File: src/rtl/i2c_bt_pkg.sv
package i2c_bt_pkg;

    localparam int unsigned NUM_PHASES = 4;
    localparam int unsigned PH_W       = $clog2(NUM_PHASES);

    typedef enum logic [1:0] {
        COND_BIT    = 2'd0,
        COND_START  = 2'd1,
        COND_RSTART = 2'd2,
        COND_STOP   = 2'd3
    } cond_e;

    // 1 = released (high), 0 = pulled low
    typedef struct packed {
        logic scl;
        logic sda;
    } lines_t;

    typedef struct packed {
        cond_e kind;
        logic  bit_val;
    } cmd_t;

    // Line levels for every command kind in every phase
    function automatic lines_t phase_lines(cond_e kind, logic [PH_W-1:0] ph, logic bit_val);
        lines_t l;
        l.scl = 1'b1;
        l.sda = 1'b1;
        case (kind)
            COND_BIT: begin
                l.scl = (ph == 2'd1) || (ph == 2'd2);
                l.sda = bit_val;
            end
            COND_START: begin
                l.scl = (ph != 2'd3);
                l.sda = (ph < 2'd2);
            end
            COND_RSTART: begin
                l.scl = (ph == 2'd1) || (ph == 2'd2);
                l.sda = (ph < 2'd2);
            end
            COND_STOP: begin
                l.scl = (ph != 2'd0);
                l.sda = (ph >= 2'd2);
            end
            default: ;
        endcase
        return l;
    endfunction

endpackage

File: src/rtl/i2c_bt_cfg_shadow.sv
module i2c_bt_cfg_shadow
    import i2c_bt_pkg::*;
#(
    parameter int unsigned DIV_W  = 8,
    parameter int unsigned STEP_W = 8
) (
    input  logic                                clk,
    input  logic                                rst,
    input  logic                                load,
    input  logic [DIV_W-1:0]                    div_in,
    input  logic [NUM_PHASES-1:0][STEP_W-1:0]   step_in,
    output logic [DIV_W-1:0]                    div_eff,
    output logic [NUM_PHASES-1:0][STEP_W-1:0]   step_eff
);

    logic [DIV_W-1:0] div_q;

    always_ff @(posedge clk) begin
        if (rst)       div_q <= '0;
        else if (load) div_q <= div_in;
    end

    // zero would stall the prescaler: substitute one
    assign div_eff = (div_q == '0) ? DIV_W'(1) : div_q;

    for (genvar g = 0; g < NUM_PHASES; g++) begin : g_phase
        logic [STEP_W-1:0] step_q;

        always_ff @(posedge clk) begin
            if (rst)       step_q <= '0;
            else if (load) step_q <= step_in[g];
        end

        assign step_eff[g] = (step_q == '0) ? STEP_W'(1) : step_q;
    end

endmodule

File: src/rtl/i2c_bt_prescaler.sv
module i2c_bt_prescaler #(
    parameter int unsigned DIV_W = 8
) (
    input  logic             clk,
    input  logic             rst,
    input  logic             run,
    input  logic             freeze,
    input  logic [DIV_W-1:0] div_eff,
    output logic             tick
);

    logic [DIV_W-1:0] cnt_q;
    logic             wrap;

    assign wrap = (cnt_q == div_eff - DIV_W'(1));
    assign tick = run && !freeze && wrap;

    always_ff @(posedge clk) begin
        if (rst || !run)  cnt_q <= '0;
        else if (!freeze) cnt_q <= wrap ? '0 : cnt_q + DIV_W'(1);
    end

endmodule

File: src/rtl/i2c_bt_phase_seq.sv
module i2c_bt_phase_seq
    import i2c_bt_pkg::*;
#(
    parameter int unsigned STEP_W = 8
) (
    input  logic                               clk,
    input  logic                               rst,
    input  logic                               enable,
    input  logic                               start,
    input  logic                               tick,
    input  logic [NUM_PHASES-1:0][STEP_W-1:0]  step_eff,
    output logic                               busy,
    output logic [PH_W-1:0]                    phase,
    output logic                               adv,
    output logic                               last
);

    localparam logic [PH_W-1:0] LAST_PH = PH_W'(NUM_PHASES - 1);

    logic              busy_q;
    logic [PH_W-1:0]   phase_q;
    logic [STEP_W-1:0] step_q;
    logic              step_end;

    assign step_end = (step_q == step_eff[phase_q] - STEP_W'(1));
    assign adv      = busy_q && tick && step_end;
    assign last     = adv && (phase_q == LAST_PH);
    assign busy     = busy_q;
    assign phase    = phase_q;

    always_ff @(posedge clk) begin
        if (rst || !enable) begin
            busy_q  <= 1'b0;
            phase_q <= '0;
            step_q  <= '0;
        end else if (start) begin
            busy_q  <= 1'b1;
            phase_q <= '0;
            step_q  <= '0;
        end else if (busy_q && tick) begin
            if (step_end) begin
                step_q <= '0;
                if (phase_q == LAST_PH) busy_q  <= 1'b0;
                else                    phase_q <= phase_q + PH_W'(1);
            end else begin
                step_q <= step_q + STEP_W'(1);
            end
        end
    end

endmodule

File: src/rtl/i2c_bit_timer.sv
module i2c_bit_timer
    import i2c_bt_pkg::*;
#(
    parameter int unsigned DIV_W  = 8,
    parameter int unsigned STEP_W = 8
) (
    input  logic              clk,
    input  logic              rst,
    input  logic              enable,
    input  logic [DIV_W-1:0]  cfg_div,
    input  logic [STEP_W-1:0] cfg_p0,
    input  logic [STEP_W-1:0] cfg_p1,
    input  logic [STEP_W-1:0] cfg_p2,
    input  logic [STEP_W-1:0] cfg_p3,
    input  logic              cmd_valid,
    input  logic [1:0]        cmd_kind,
    input  logic              cmd_bit,
    output logic              cmd_ready,
    input  logic              scl_in,
    input  logic              sda_in,
    output logic              scl_o,
    output logic              sda_o,
    output logic              stb_drive,
    output logic              stb_rise,
    output logic              stb_sample,
    output logic              stb_fall,
    output logic              done,
    output logic              rx_bit
);

    localparam logic [PH_W-1:0] PH_RISE   = PH_W'(0);
    localparam logic [PH_W-1:0] PH_SAMPLE = PH_W'(2);

    logic [DIV_W-1:0]                  div_eff;
    logic [NUM_PHASES-1:0][STEP_W-1:0] step_eff;
    logic                              tick;
    logic                              busy;
    logic [PH_W-1:0]                   phase;
    logic                              adv;
    logic                              last;
    logic                              accept;
    logic                              freeze;
    cmd_t                              cmd_q;
    cond_e                             kind_q;
    lines_t                            lv_now;
    lines_t                            held_q;
    logic                              rx_q;

    i2c_bt_cfg_shadow #(.DIV_W(DIV_W), .STEP_W(STEP_W)) u_cfg (
        .clk      (clk),
        .rst      (rst),
        .load     (!enable),
        .div_in   (cfg_div),
        .step_in  ({cfg_p3, cfg_p2, cfg_p1, cfg_p0}),
        .div_eff  (div_eff),
        .step_eff (step_eff)
    );

    i2c_bt_prescaler #(.DIV_W(DIV_W)) u_pre (
        .clk     (clk),
        .rst     (rst),
        .run     (busy),
        .freeze  (freeze),
        .div_eff (div_eff),
        .tick    (tick)
    );

    i2c_bt_phase_seq #(.STEP_W(STEP_W)) u_seq (
        .clk      (clk),
        .rst      (rst),
        .enable   (enable),
        .start    (accept),
        .tick     (tick),
        .step_eff (step_eff),
        .busy     (busy),
        .phase    (phase),
        .adv      (adv),
        .last     (last)
    );

    assign cmd_ready = enable && !busy;
    assign accept    = cmd_ready && cmd_valid;

    always_ff @(posedge clk) begin
        if (rst) begin
            cmd_q <= '{kind: COND_BIT, bit_val: 1'b1};
        end else if (accept) begin
            cmd_q <= '{kind: cond_e'(cmd_kind), bit_val: cmd_bit};
        end
    end

    assign kind_q = cmd_q.kind;
    assign lv_now = phase_lines(cmd_q.kind, phase, cmd_q.bit_val);

    // target holding SCL low while it is released
    assign freeze = busy && lv_now.scl && !scl_in;

    always_ff @(posedge clk) begin
        if (rst || !enable) held_q <= '{scl: 1'b1, sda: 1'b1};
        else if (last)      held_q <= lv_now;
    end

    assign scl_o = busy ? lv_now.scl : held_q.scl;
    assign sda_o = busy ? lv_now.sda : held_q.sda;

    assign stb_drive  = accept;
    assign stb_rise   = adv && (phase == PH_RISE);
    assign stb_sample = adv && (phase == PH_SAMPLE);
    assign stb_fall   = stb_sample;
    assign done       = last;

    always_ff @(posedge clk) begin
        if (rst)             rx_q <= 1'b0;
        else if (stb_sample) rx_q <= sda_in;
    end

    assign rx_bit = rx_q;

endmodule

File: config.mk
export PLATFORM = sky130hd
export DESIGN_NAME = i2c_bit_timer
export DESIGN_NICKNAME = d
export VERILOG_FILES = /design/src/rtl/i2c_bt_pkg.sv /design/src/rtl/i2c_bt_cfg_shadow.sv /design/src/rtl/i2c_bt_prescaler.sv /design/src/rtl/i2c_bt_phase_seq.sv /design/src/rtl/i2c_bit_timer.sv
export SDC_FILE = /design/constraint.sdc
export NUM_CORES = 1
export LEC_CHECK = 0
export CORE_MARGIN = 3
export CORE_UTILIZATION = 64
export DETAILED_ROUTE_END_ITERATION = 10
export DONT_BUFFER_PORTS = 1
export PLACE_DENSITY = 0.91
export SYNTH_ARGS = -nofsm -noshare
export SYNTH_HDL_FRONTEND = slang
export SYNTH_SLANG_ARGS = --single-unit
File: constraint.sdc
create_clock -name clk -period 5 [get_ports clk]
set_input_delay 1 -clock clk [delete_from_list [all_inputs] [get_ports clk]]
set_output_delay 1 -clock clk [all_outputs]
set_load 0.01 [all_outputs]
==> results.toml <==
[cts]
cts_buffer_depth = 2
path_clk_slew_ns = 0.08
hold_buffers = 0
cts_root_buf = "clkbuf_8"
htree_levels = 3
cts.sinks = 65
cts_buffers = 9
postCtsSetupRepairBufs = 0
post_cts_resized = 0
cts_tree = "yes"
clock_latency_ns = 0.36

[worst_setup_path]
reg2reg_depth = 12
endpoint_kind = "primary output"
worstPathMaxFanout = 12
r2r_end = "held_q[1]"
cp-start-kind = "register"
r2r_slack_ns = 1.50
path_class = "register to primary output"
timing.rr.start = "u_seq.phase[0]"
critPathArrivalTime_ns = 3.71
crit_required_ns = 4.00

[global_routing]
grt_max_degree = 49
grt_pass1_vias = 2825
antenna_found_initial = 0
grt-ovfl-total = 0
grt_pass1_wl_um = 13270
grt_usage_pct = 26.44

[outcome]
outcome = "finished clean"

[floorplanning]
dieArea_um2 = 6592
io_pins = 58
die_y_um = 81.19
placementRows = 26
start_util_pct = 68.66
coreArea_um2 = 5270
die_w_um = 81.19

[placement]
portBuffers = 0
place_congestion = 0.8960
place_ws_ns = 0.6560
dpl.hpwl_um = 5988

[timing]
worstMarginPinSlew_ns = 0.6740
setup_viol = 0
rsz0062_at_grt = "false"
finalHoldViolations = 0
min_period_ns = 4.712
fin_worst_skew_ns = 0.01245
max_slew_margin_pct = 54.80
period_share_pct = 94.25
fmax_mhz = 212.2
fin_ws_ns = 0.2876
slew_violations = 0
setup_tns_ns = 0

[layout]
mostFrequentLayoutCells = "nor2_1, dfxtp_1, mux2i_1, nand2_1, xnor2_1"
finalNetCount = 432
final_util_pct = 72.58
layout_commonest_cell = "nor2_1"
drive_above_1_share_pct = 11.29
num_antenna_cells = 0
synthToLayoutAreaGrowth_pct = 5.705

[flow_run]
max_cap_viol_count = 0

[synth]
async_flop_share_pct = 0
synth-edff-count = 0
yosysUniqueCellTypes = 62
synthFlopType = "dfxtp_1"
synth_cells = 380
synth_area_um2 = 3618
synth_top_area_share_pct = 35.96
yosys_warnings = 0
synth_area_leader_cell = "dfxtp_1"
synth.area.top_cells = "dfxtp_1, mux2i_1, nor2_1"
syn_area_per_cell_um2 = 9.522
synth.ff_latch_count = 65
ys_seq_area_share_pct = 35.96
synthesis.nets = 436

[power]
pwr-share-comb_pct = 13.9
switchingPower_mw = 0.3253
pwr_density_cell_nw_per_um2 = 306.3
peakVddDrop_v = 0.0002894
power_leakage_nw = 1.494
power_frac_seq_pct = 47.8
p_int_mw = 0.8463
power_frac_clock_pct = 38.2
switching_share_pct = 27.76

[route]
vias_per_cell = 6.299
drc = 0
dr.pass1.iters = 4
postRouteWirelength_um = 7970
detail_route.wl_per_cell_um = 17.67
route.vias.total = 2841
initialDrtViolationCount = 205
final_antenna_net_count = 0

[worst_hold_path]
min_path_cells = 2
hold-path-endpoint = "cmd_q[0]"
min_path_type = "register to register"
min_from = "cmd_q[0]"
worst max path at each step:
stage,startpoint,to,slack (ns)
after floorplan,u_cfg.div_q[6],stb_rise,1.16
after global placement,u_seq.phase[0],stb_rise,0.78
after detailed placement,u_seq.phase[0],stb_rise,0.66
after CTS,u_seq.phase[0],stb_rise,0.26
after global routing,u_cfg.div_q[6],stb_rise,0.01
final,u_seq.phase[0],stb_rise,0.29
registers in the layout, indices dropped and copies added (netlist names):
signal                count
cmd_q                     1
held_q                    2
kind_q                    2
rx_bit                    1
u_cfg.div_q               8
u_cfg.g_phase.step_q     32
u_pre.cnt_q               8
u_seq.busy                1
u_seq.phase               2
u_seq.step_q              8
cell families after synthesis:
kind of cell | after synthesis | synth area share [%]
AND/OR/NAND/NOR | 156 | 23.13
flip-flops | 65 | 35.96
AO/OA/AOI/OAI | 35 | 7.814
adder cells (fa/ha/maj) | 7 | 2.420
multiplexers | 59 | 18.91
XOR/XNOR | 33 | 8.610
buffers and inverters | 25 | 3.147
cells in the mapped netlist (all sizes together) (2+ instances only):
library cell / count
mux4: 7
nor2b: 5
a211o: 3
o211ai: 2
dfxtp: 65
nand3: 3
nand3b: 3
inv: 10
a211oi: 2
nand4: 7
or4: 3
clkbuf: 9
nor2: 68
o22ai: 2
o311a: 2
ha: 7
nand2: 20
mux2i: 50
and3: 5
nor3: 16
o211a: 2
a21oi: 5
xor2: 14
or3: 3
xnor2: 19
o31ai: 3
and4: 2
o21ai: 5
nand2b: 6
nor4: 8
buf: 6
mux2: 2
through the flow:
step	area, um2	total power [mW]	instances	hold WS, ns
floorplan	3618	0.7142	380	0.4297
global placement	3630	0.7238	435	0.4471
detailed placement	3630	0.7331	435	0.4449
CTS	3825	1.176	451	0.4786
global route	3825	1.218	451	0.4884
finish	3825	1.172	451	0.4908
power groups by stage:
stage	registers (mW)	logic [mW]	clock network, mW
2_1_floorplan	0.563	0.152	0
3_3_place_gp	0.570	0.154	0
3_5_place_dp	0.571	0.162	0
4_1_cts	0.560	0.163	0.454
5_1_grt	0.563	0.180	0.474
6_report	0.560	0.163	0.448
per-layer routing:
metal	vias up	wire [um]	GRT usage (%)
li1	1356	-	-
met1	1332	3424	31.90
met2	124	3626	41.63
met3	29	641	8.758
met4	0	277	14.19
met5	-	0	0
critical path, stage by stage, from the launching register on:
cell and delay [ns]:
dfxtp_1 0.68, inv_1 0.23, a211o_1 0.32, o311a_1 0.19
nor2_1 0.13, ha_1 0.19, inv_1 0.07, or3_1 0.42
o31ai_2 0.22, o21ai_2 0.12, nor4_4 0.53, and2_1 0.26
cell type report:
type                            count  area (um2)
Multi-Input combinational cell    290        2203
Fill cell                         393        1445
Sequential cell                    65        1301
Clock buffer                       10       127.6
Tap cell                           70       87.58
Clock inverter                      6       67.56
Inverter                           10       37.54
(Power assumes the default switching activity.)
